[src/rtl/tp_xcvr_pkg.sv]
package tp_xcvr_pkg;
    typedef enum logic [1:0] {RX_IDLE, RX_QUAL, RX_TAIL, RX_LOOP} rx_state_t;
    typedef enum logic {JB_CLEAR, JB_HOLD} jab_state_t;
    typedef enum logic {SQ_IDLE, SQ_PULSE} sqe_state_t;
    typedef enum logic [1:0] {LK_FAIL, LK_GOOD, LK_RECV} link_state_t;
endpackage

[src/rtl/tp_rx_path.sv]
module tp_rx_path
    import tp_xcvr_pkg::*;
#(
    parameter int TAIL_CLKS = 2
) (
    input  logic clk,
    input  logic rst_n,
    input  logic loop_act,
    input  logic sq_ok,
    input  logic sq_data,
    input  logic tx_en,
    input  logic tx_data,
    output logic rx_en,
    output logic rx_data
);
    localparam int CW = $clog2(TAIL_CLKS + 1);

    rx_state_t       state_q, state_d;
    logic [CW-1:0]   cnt_q, cnt_d;

    always_comb begin
        state_d = state_q;
        cnt_d   = cnt_q;
        unique case (state_q)
            RX_IDLE: begin
                if (loop_act)   state_d = RX_LOOP;
                else if (sq_ok) state_d = RX_QUAL;
            end
            RX_QUAL: begin
                if (loop_act) state_d = RX_LOOP;
                else if (!sq_ok) begin
                    state_d = RX_TAIL;
                    cnt_d   = '0;
                end
            end
            RX_TAIL: begin
                if (loop_act)                          state_d = RX_LOOP;
                else if (sq_ok)                        state_d = RX_QUAL;
                else if (cnt_q == CW'(TAIL_CLKS - 1))  state_d = RX_IDLE;
                else                                   cnt_d = cnt_q + 1'b1;
            end
            RX_LOOP: begin
                if (!loop_act) state_d = RX_IDLE;
            end
            default: state_d = RX_IDLE;
        endcase
    end

    always_ff @(posedge clk or negedge rst_n) begin
        if (!rst_n) begin
            state_q <= RX_IDLE;
            cnt_q   <= '0;
        end else begin
            state_q <= state_d;
            cnt_q   <= cnt_d;
        end
    end

    always_comb begin
        rx_en   = 1'b0;
        rx_data = 1'b1;
        unique case (state_q)
            RX_QUAL, RX_TAIL: begin
                rx_en   = 1'b1;
                rx_data = sq_data;
            end
            RX_LOOP: begin
                rx_en   = tx_en;
                rx_data = tx_en ? tx_data : 1'b1;
            end
            default: ;
        endcase
    end
endmodule

[src/rtl/tp_jabber.sv]
module tp_jabber
    import tp_xcvr_pkg::*;
#(
    parameter int JAB_LIMIT  = 500000,
    parameter int UNJAB_CLKS = 5000000
) (
    input  logic clk,
    input  logic rst_n,
    input  logic tx_en,
    output logic jab
);
    localparam int MAXC = (JAB_LIMIT > UNJAB_CLKS) ? JAB_LIMIT : UNJAB_CLKS;
    localparam int CW   = $clog2(MAXC + 1);

    jab_state_t    state_q, state_d;
    logic [CW-1:0] cnt_q, cnt_d;

    always_comb begin
        state_d = state_q;
        cnt_d   = cnt_q;
        unique case (state_q)
            JB_CLEAR: begin
                if (!tx_en) cnt_d = '0;
                else if (cnt_q == CW'(JAB_LIMIT - 1)) begin
                    state_d = JB_HOLD;
                    cnt_d   = '0;
                end else cnt_d = cnt_q + 1'b1;
            end
            JB_HOLD: begin
                if (tx_en) cnt_d = '0;
                else if (cnt_q == CW'(UNJAB_CLKS - 1)) begin
                    state_d = JB_CLEAR;
                    cnt_d   = '0;
                end else cnt_d = cnt_q + 1'b1;
            end
            default: state_d = JB_CLEAR;
        endcase
    end

    always_ff @(posedge clk or negedge rst_n) begin
        if (!rst_n) begin
            state_q <= JB_CLEAR;
            cnt_q   <= '0;
        end else begin
            state_q <= state_d;
            cnt_q   <= cnt_d;
        end
    end

    always_comb jab = (state_q == JB_HOLD);
endmodule

[src/rtl/tp_status.sv]
module tp_status
    import tp_xcvr_pkg::*;
#(
    parameter int SQE_LEN = 10
) (
    input  logic clk,
    input  logic rst_n,
    input  logic sqe_test_n,
    input  logic tx_en,
    input  logic sq_ok,
    input  logic loop_act,
    input  logic fdx_act,
    input  logic jab,
    output logic col_stat
);
    localparam int CW = $clog2(SQE_LEN + 1);

    sqe_state_t    state_q, state_d;
    logic [CW-1:0] cnt_q, cnt_d;
    logic          sel_prev_q;
    logic          start;
    logic          collide;

    always_comb start = sel_prev_q && !sqe_test_n;

    always_comb begin
        state_d = state_q;
        cnt_d   = cnt_q;
        unique case (state_q)
            SQ_IDLE: begin
                if (start) begin
                    state_d = SQ_PULSE;
                    cnt_d   = '0;
                end
            end
            SQ_PULSE: begin
                if (start)                             cnt_d = '0;
                else if (cnt_q == CW'(SQE_LEN - 1))    state_d = SQ_IDLE;
                else                                   cnt_d = cnt_q + 1'b1;
            end
            default: state_d = SQ_IDLE;
        endcase
    end

    always_ff @(posedge clk or negedge rst_n) begin
        if (!rst_n) begin
            state_q    <= SQ_IDLE;
            cnt_q      <= '0;
            sel_prev_q <= 1'b1;
        end else begin
            state_q    <= state_d;
            cnt_q      <= cnt_d;
            sel_prev_q <= sqe_test_n;
        end
    end

    always_comb begin
        collide  = tx_en && sq_ok && !fdx_act && !loop_act;
        col_stat = jab || collide || (state_q == SQ_PULSE);
    end
endmodule

[src/rtl/tp_link.sv]
module tp_link
    import tp_xcvr_pkg::*;
#(
    parameter int BLINK_CLKS = 1000000,
    parameter int LINK_LOSS  = 1500000
) (
    input  logic clk,
    input  logic rst_n,
    input  logic sq_ok,
    output logic link_fail
);
    localparam int MAXC = (BLINK_CLKS > LINK_LOSS) ? BLINK_CLKS : LINK_LOSS;
    localparam int CW   = $clog2(MAXC + 1);

    link_state_t   state_q, state_d;
    logic [CW-1:0] cnt_q, cnt_d;
    logic          phase_q, phase_d;

    always_comb begin
        state_d = state_q;
        cnt_d   = cnt_q;
        phase_d = phase_q;
        unique case (state_q)
            LK_FAIL: begin
                if (sq_ok) begin
                    state_d = LK_RECV;
                    cnt_d   = '0;
                    phase_d = 1'b0;
                end
            end
            LK_GOOD: begin
                if (sq_ok) begin
                    state_d = LK_RECV;
                    cnt_d   = '0;
                    phase_d = 1'b0;
                end else if (cnt_q == CW'(LINK_LOSS - 1)) begin
                    state_d = LK_FAIL;
                    cnt_d   = '0;
                end else cnt_d = cnt_q + 1'b1;
            end
            LK_RECV: begin
                if (!sq_ok) begin
                    state_d = LK_GOOD;
                    cnt_d   = '0;
                    phase_d = 1'b0;
                end else if (cnt_q == CW'(BLINK_CLKS - 1)) begin
                    cnt_d   = '0;
                    phase_d = !phase_q;
                end else cnt_d = cnt_q + 1'b1;
            end
            default: state_d = LK_FAIL;
        endcase
    end

    always_ff @(posedge clk or negedge rst_n) begin
        if (!rst_n) begin
            state_q <= LK_FAIL;
            cnt_q   <= '0;
            phase_q <= 1'b0;
        end else begin
            state_q <= state_d;
            cnt_q   <= cnt_d;
            phase_q <= phase_d;
        end
    end

    always_comb begin
        unique case (state_q)
            LK_FAIL: link_fail = 1'b1;
            LK_RECV: link_fail = phase_q;
            default: link_fail = 1'b0;
        endcase
    end
endmodule

[src/rtl/tp_xcvr_ctrl.sv]
module tp_xcvr_ctrl #(
    parameter int TAIL_CLKS   = 2,
    parameter int JAB_LIMIT   = 500000,
    parameter int UNJAB_CLKS  = 5000000,
    parameter int SQE_LEN     = 10,
    parameter int BLINK_CLKS  = 1000000,
    parameter int LINK_LOSS   = 1500000,
    parameter int LTP_PERIOD  = 160000
) (
    input  logic clk,
    input  logic rst_n,
    input  logic stn_tx_en,
    input  logic stn_tx_data,
    input  logic sq_ok,
    input  logic sq_data,
    input  logic loop_sel_n,
    input  logic fdx_sel_n,
    input  logic sqe_test_n,
    output logic rx_en,
    output logic rx_data,
    output logic col_stat,
    output logic jab_stat,
    output logic link_fail_led,
    output logic drv_en,
    output logic drv_data,
    output logic ltp_req
);
    localparam int PW = $clog2(LTP_PERIOD + 1);

    logic          loop_act;
    logic          fdx_act;
    logic          jab;
    logic [PW-1:0] ltp_cnt_q;
    logic          ltp_q;

    always_comb begin
        loop_act = !loop_sel_n;
        fdx_act  = !fdx_sel_n;
    end

    tp_rx_path #(.TAIL_CLKS(TAIL_CLKS)) u_rx (
        .clk(clk), .rst_n(rst_n), .loop_act(loop_act), .sq_ok(sq_ok),
        .sq_data(sq_data), .tx_en(stn_tx_en), .tx_data(stn_tx_data),
        .rx_en(rx_en), .rx_data(rx_data)
    );

    tp_jabber #(.JAB_LIMIT(JAB_LIMIT), .UNJAB_CLKS(UNJAB_CLKS)) u_jab (
        .clk(clk), .rst_n(rst_n), .tx_en(stn_tx_en), .jab(jab)
    );

    tp_status #(.SQE_LEN(SQE_LEN)) u_stat (
        .clk(clk), .rst_n(rst_n), .sqe_test_n(sqe_test_n), .tx_en(stn_tx_en),
        .sq_ok(sq_ok), .loop_act(loop_act), .fdx_act(fdx_act), .jab(jab),
        .col_stat(col_stat)
    );

    tp_link #(.BLINK_CLKS(BLINK_CLKS), .LINK_LOSS(LINK_LOSS)) u_link (
        .clk(clk), .rst_n(rst_n), .sq_ok(sq_ok), .link_fail(link_fail_led)
    );

    // Link test pulse timer, running only in loopback.
    always_ff @(posedge clk or negedge rst_n) begin
        if (!rst_n) begin
            ltp_cnt_q <= '0;
            ltp_q     <= 1'b0;
        end else if (!loop_act) begin
            ltp_cnt_q <= '0;
            ltp_q     <= 1'b0;
        end else if (ltp_cnt_q == PW'(LTP_PERIOD - 1)) begin
            ltp_cnt_q <= '0;
            ltp_q     <= 1'b1;
        end else begin
            ltp_cnt_q <= ltp_cnt_q + 1'b1;
            ltp_q     <= 1'b0;
        end
    end

    always_comb begin
        jab_stat = jab;
        ltp_req  = ltp_q;
        drv_en   = stn_tx_en && !loop_act && !jab;
        drv_data = drv_en && stn_tx_data;
    end
endmodule

[config.mk]
export PLATFORM = sky130hd
export DESIGN_NAME = tp_xcvr_ctrl
export DESIGN_NICKNAME = d
export VERILOG_FILES = /design/src/rtl/tp_xcvr_pkg.sv /design/src/rtl/tp_rx_path.sv /design/src/rtl/tp_jabber.sv /design/src/rtl/tp_status.sv /design/src/rtl/tp_link.sv /design/src/rtl/tp_xcvr_ctrl.sv
export SDC_FILE = /design/constraint.sdc
export NUM_CORES = 1
export LEC_CHECK = 0
export BUFFER_PORTS_ARGS = -buffer_cell sky130_fd_sc_hd__buf_2
export CAP_MARGIN = 20
export CORE_UTILIZATION = 60
export DETAILED_ROUTE_END_ITERATION = 6
export PLACE_DENSITY = 0.78
export SETUP_SLACK_MARGIN = 0.05
export SYNTH_ARGS = -nofsm -noshare
export SYNTH_HDL_FRONTEND = slang
export SYNTH_HIERARCHICAL = 1
export SYNTH_SLANG_ARGS = --single-unit
[constraint.sdc]
create_clock -name clk -period 4.6 [get_ports clk]
set_clock_uncertainty 0.15 [all_clocks]
set_input_delay 0 -clock clk [delete_from_list [all_inputs] [get_ports clk]]
set_output_delay 0 -clock clk [all_outputs]
set_load 0.01 [all_outputs]
### After elaboration in Yosys (flattened, before gate mapping)

Cells that the tools add are included.

| word-level totals | value |
|---|---|
| bits in registers | 77 |
| output and inout port bits | 8 |

| cells by class | value |
|---|---|
| $add $sub $neg | 5 |
| eq/ne operators | 28 |
| bitwise logic cells | 2 |
| mux-type cells | 56 |
| reduce and logical (&&, ||, !) cells | 25 |

Operators with widths:

| cell | number |
|---|---|
| $mux W21 | 5 |
| $mux W23 | 4 |
| $pmux W21 S3 | 1 |
| $pmux W23 S2 | 1 |
| $mux W18 | 2 |
| $mux W2 | 17 |
| $add A23 B1 Y23 const B | 1 |
| $eq A23 B19 Y1 const B | 1 |
| $eq A23 B23 Y1 const B | 1 |
| $add A21 B1 Y21 const B | 1 |
| $eq A21 B20 Y1 const B | 1 |
| $eq A21 B21 Y1 const B | 1 |
| $add A18 B1 Y18 const B | 1 |
| $eq A18 B18 Y1 const B | 1 |
| $ne A2 B2 Y1 const B | 8 |
| $mux W1 | 13 |
| $mux W4 | 3 |
| $pmux W1 S2 | 6 |
| $ne A3 B3 Y1 const B | 3 |
| $pmux W2 S4 | 1 |
| $pmux W4 S2 | 1 |
| $logic_and A1 B1 Y1 | 7 |
| $eq A2 B1 Y1 const B | 3 |
| $eq A2 B2 Y1 const B | 3 |
| other kinds (19) | 30 |

### Logic depth before layout (Yosys ltp)

| logic depth | value |
|---|---|
| word-level depth | 5 |
| gate-level depth with buffers | 7 |
| mapped depth without buffers | 6 |

### Modules after synthesis

The synthesis kept the hierarchy.

Modules (own cells, without submodules):

| module | area each (µm²) | times used | cells each | seq. area each (µm²) |
|---|---|---|---|---|
| tp_link | 1687.9 | 1 | 202 | 600.6 |
| tp_jabber | 1343.8 | 1 | 134 | 600.6 |
| tp_xcvr_ctrl | 964.7 | 1 | 99 | 475.5 |
| tp_rx_path | 419.2 | 1 | 45 | 100.1 |
| tp_status | 306.5 | 1 | 29 | 151.4 |

### Worst setup path before layout

Ideal clock, no wire load.

| timing | value |
|---|---|
| path type | register -> register |
| from | register u_jab.cnt_q[0] |
| to | register u_jab.cnt_q[20] |
| path buffers | 2 |
| data arrival time | 1.791 ns |
| library setup time | 0.136 ns |
| stages on the path, launching flop included | 8 |
| setup slack | 2.523 ns |
| path through | dfrtp_1 ha_1 and4_1 clkbuf_1 nand3_1 o311ai_2 buf_2 a22oi_1 |

| on the way | value |
|---|---|
| cells in the longest elaborated chain, start to end | 4 |
| elaborated cells between the ends (all ways) | 8 |
| those cells by class | add/sub (1); eq/ne (2); mux (5) |

Ends and longest elaborated chain:

| item | RTL line | RTL |
|---|---|---|
| start, declared | tp_jabber.sv:16 | `logic [CW-1:0] cnt_q, cnt_d;` |
| start signal, assigned | tp_jabber.sv:46 | `cnt_q <= cnt_d;` |
| $add A23 B1 Y23 (tied with other cells) | tp_jabber.sv:27, tp_jabber.sv:34 |  |
| $mux W23, on equally long branches | tp_jabber.sv:31, tp_jabber.sv:24 |  |
| $mux W23, on equally long branches | tp_jabber.sv:30, tp_jabber.sv:23 |  |
| $pmux W23 S2 * | tp_jabber.sv:21 | `unique case (state_q)` |
| net u_jab.cnt_d[20] | tp_jabber.sv:16 |  |

The timed path passes the listed nets; every way through them passes the cells marked *.
A chain may end at the register's enable or synchronous reset.

### Worst setup path in the final report

| timing | value |
|---|---|
| from | register u_jab.cnt_q[0] |
| to | register u_jab.cnt_q[21] |

The elaborated chain is that of the path after synthesis.

==> results.cfg <==
[logic_synthesis]
synth_flop_cell = sky130_fd_sc_hd__dfrtp_1
post_synth.cell_area_avg_um2 = 9.28
total_standard_cell_area_after_synthesis_um2 = 4720
post-synth-top-count-cell = sky130_fd_sc_hd__dfrtp_1
synthCells = 509
synth_edf_count = 0
synthTopCellsByArea = sky130_fd_sc_hd__dfrtp_1, sky130_fd_sc_hd__nand2_1, sky130_fd_sc_hd__ha_1, sky130_fd_sc_hd__xnor2_1, sky130_fd_sc_hd__nor2_1
synth-seq-cells = 77
synth-async-reset-ratio = 1.00
number_of_distinct_library_cells_after_synthesis = 69
ys.warnings.count = 6
synth_top_cells_by_count = sky130_fd_sc_hd__dfrtp_1, sky130_fd_sc_hd__nand2_1, sky130_fd_sc_hd__nor2_1
yosysTopAreaCell = sky130_fd_sc_hd__dfrtp_1
sequential_share_of_the_synthesized_area = 0.408
synth_top_area_share = 0.403
syn_nets = 535

[global_route]
grt_pass1_vias = 3841
antenna_violations_before_repair = 0
wire_length_of_the_first_global_routing_pass_um = 17800
groute.usage.overall = 0.264
grt_start_max_net_pins = 78
overflow = 0

[power_and_ir_drop]
cellPowerDensity_nw_per_um2 = 384
cellLeakagePower_nw = 2.16
vdd.ir_drop.worst_mv = 0.214

[clock_network]
clock_sinks = 77
cts_max_level = 3
tritoncts_clock_tree = yes
number_of_resized_instances_in_the_post_cts_repair_step = 0
clock_pin_slew_of_the_registers_on_the_worst_case_setup_and_hold_paths_ns = 0.08
max-clock-path-buffers = 2
clock_insertion_delay_worst_skew_ns = 0.35
cts_inserted_buffers = 9
clock_tree.root_cell = sky130_fd_sc_hd__clkbuf_8

[critical_path]
reg2reg_to = u_jab/cnt_q[21]$_DFF_PN0_
worst_path_dominant_cell_family = compound AO/OA/AOI/OAI gates
cp_cell_sequence = ha_1 -> and4_1 -> nand2_1 -> o311ai_4 -> o2bb2a_1
critical_path.startpoint_type = flip-flop
critical_path_buf_inv_count = 0
worst-setup-path-type = flip-flop to flip-flop
cp_num_cells = 5
worst-endpoint-required_ns = 4.69
worstSetupEndpointType = flip-flop
worstSetupEndpoint = u_jab/cnt_q[21]$_DFF_PN0_
crit_path_slowest_cell = sky130_fd_sc_hd__o311ai_4
cpPeakStageDelay_ns = 0.81
worstReg2RegStart = u_jab/cnt_q[0]$_DFF_PN0_
worst-endpoint-arrival_ns = 2.73
worst_r2r_path_depth = 5
critical_path.startpoint = u_jab/cnt_q[0]$_DFF_PN0_
top_fanout_value_on_the_critical_path = 23
reg2reg_setup_slack_ns = 1.96

[route]
route.vias.total = 3847
route.final.wire_length_um = 10100
avgViaCountPerCell = 6.14
wl_per_cell_um = 16.1
drtAntennaViolNets = 0
route.detailed.drc = 0
detailedRoute.firstPassIterationCount = 4
detailedRoute.firstIterationViolations = 215

[placement]
dp_hpwl_um = 6600
placement.cell_area_um2 = 4830
gp_routability_congestion = 0.862
numPortBuffers = 16
cell_count_after_placement = 605

[timing]
grt_setup_unrepaired = no
fin_crit_sh = 0.575
timing.slew.headroom = 0.333
hold_viol_final = 0
max_freq_mhz = 378
setup-violations-final = 0
worst_slew_pin_slew_ns = 1.00
layout_min_cycle_time_ns = 2.64
setup_total_negative_slack_ns = 0
whs_ns = 0.156
timing_max_transition_violations_final = 0

[outcome]
run_status = finished, final reports clean

[floorplan]
coreArea_um2 = 7450
starting_density_of_the_core = 0.634
ports = 17
die_width_um = 90.7
die-area_um2 = 8230
std_cell_rows = 31
die-height_um = 90.7

[final_layout]
final_nets = 549
multiInputGateArea_um2 = 2600
antenna_cells_inserted = 0
n_fill_cell = 589
syn_to_final_growth_pct = 8.80
final_design_area_no_fill_um2 = 5140
final-seq-area_um2 = 1930
finalNonFillerCells = 627
post_route_cells_drive_above_1_share = 0.116

[run]
max_cap_viol_count = 0

[hold_path]
hold_path.class = input port to flip-flop
where the power goes:
part           total [mW]  switching (mW)  leakage, nW  internal, mW
clock               0.640           0.251        0.127         0.390
sequential          0.785          0.0578         1.05         0.727
combinational       0.548           0.339        0.991         0.208
total                1.97           0.648         2.16          1.32
layout by cell type (no fill, tap or decap), types with 7 or more instances in the layout:
cell type,netlist,layout
sky130_fd_sc_hd__dfrtp_1,76,76
sky130_fd_sc_hd__nand2_1,63,63
sky130_fd_sc_hd__nor2_1,39,39
sky130_fd_sc_hd__nand3_1,26,26
sky130_fd_sc_hd__inv_1,22,22
sky130_fd_sc_hd__nand4_1,21,21
sky130_fd_sc_hd__a21oi_1,21,21
sky130_fd_sc_hd__xnor2_1,18,18
sky130_fd_sc_hd__nor3_1,17,17
sky130_fd_sc_hd__ha_1,17,17
sky130_fd_sc_hd__xor2_1,15,15
sky130_fd_sc_hd__buf_2,10,15
sky130_fd_sc_hd__o21ai_0,14,14
sky130_fd_sc_hd__o221ai_1,12,12
sky130_fd_sc_hd__nor4_1,11,11
sky130_fd_sc_hd__clkbuf_8,0,11
sky130_fd_sc_hd__or3_1,8,8
sky130_fd_sc_hd__and3_1,7,7
sky130_fd_sc_hd__and2_1,7,7
sky130_fd_sc_hd__a22oi_1,7,7
state kept, by name, summed over array words and instances (netlist names):
register,cells
ltp_req,1
u_link/phase_q,1
u_rx/cnt_q,2
u_stat/state_q,1
u_rx/state_q,2
u_stat/cnt_q,4
u_link/state_q,2
u_jab/cnt_q,23
ltp_cnt_q,18
u_link/cnt_q,21
u_stat/sel_prev_q,1
u_jab/jab,1
cell type report:
type                       count  share of cell area
clock buffer                  12              0.0302
timing repair buffer          23              0.0295
sequential                    77               0.375
clock inverter                 4              0.0185
multi-input combinational    389               0.506
inverter                      23              0.0168
tap                           99              0.0241
stage by stage:
step           setup slack, ns  power (mW)   util
5_1_grt                   1.78        2.09  0.690
6_report                  1.96        1.97  0.690
2_1_floorplan             2.52        1.19      -
3_3_place_gp              1.75        1.29  0.648
3_5_place_dp              1.59        1.32  0.648
4_1_cts                   1.59        1.97  0.688
routing by layer:
metal,vias up,global-route usage,part of all wire
met5,-,0,0
met2,93,0.424,0.48
met1,1866,0.365,0.47
met3,12,0.0455,0.040
met4,0,0.0847,0.013
li1,1876,-,-
cells by family after synthesis:
| group | Yosys count | share of synthesized area |
|---|---|---|
| AO/OA/AOI/OAI | 100 | 0.161 |
| XOR/XNOR | 33 | 0.0612 |
| adder cells (fa/ha/maj) | 17 | 0.0450 |
| buffers and inverters | 43 | 0.0416 |
| flip-flops | 77 | 0.408 |
| multiplexers | 5 | 0.0119 |
| AND/OR/NAND/NOR | 234 | 0.271 |
repair_timing:
| item | 4_1_cts | 5_1_grt |
|---|---|---|
| hold buffers | 5 | 0 |
| hold endpoints to repair | 87 | 0 |
| buffers inserted | 0 | 0 |
worst min-delay path by stage:
stage / endpoint / cells after the start / start / slack [ns]
finish: u_stat/sel_prev_q$_DFF_PN1_ / 2 / sqe_test_n / 0.16
global route: u_stat/sel_prev_q$_DFF_PN1_ / 2 / sqe_test_n / 0.15
CTS: u_stat/sel_prev_q$_DFF_PN1_ / 2 / sqe_test_n / 0.14
detailed placement: u_stat/sel_prev_q$_DFF_PN1_ / 1 / sqe_test_n / -0.02
global placement: u_stat/sel_prev_q$_DFF_PN1_ / 1 / sqe_test_n / -0.03
floorplan: ltp_cnt_q[0]$_DFF_PN0_ / 0 / rst_n / -0.45
Note: power is estimated with default switching activity, not from simulation.
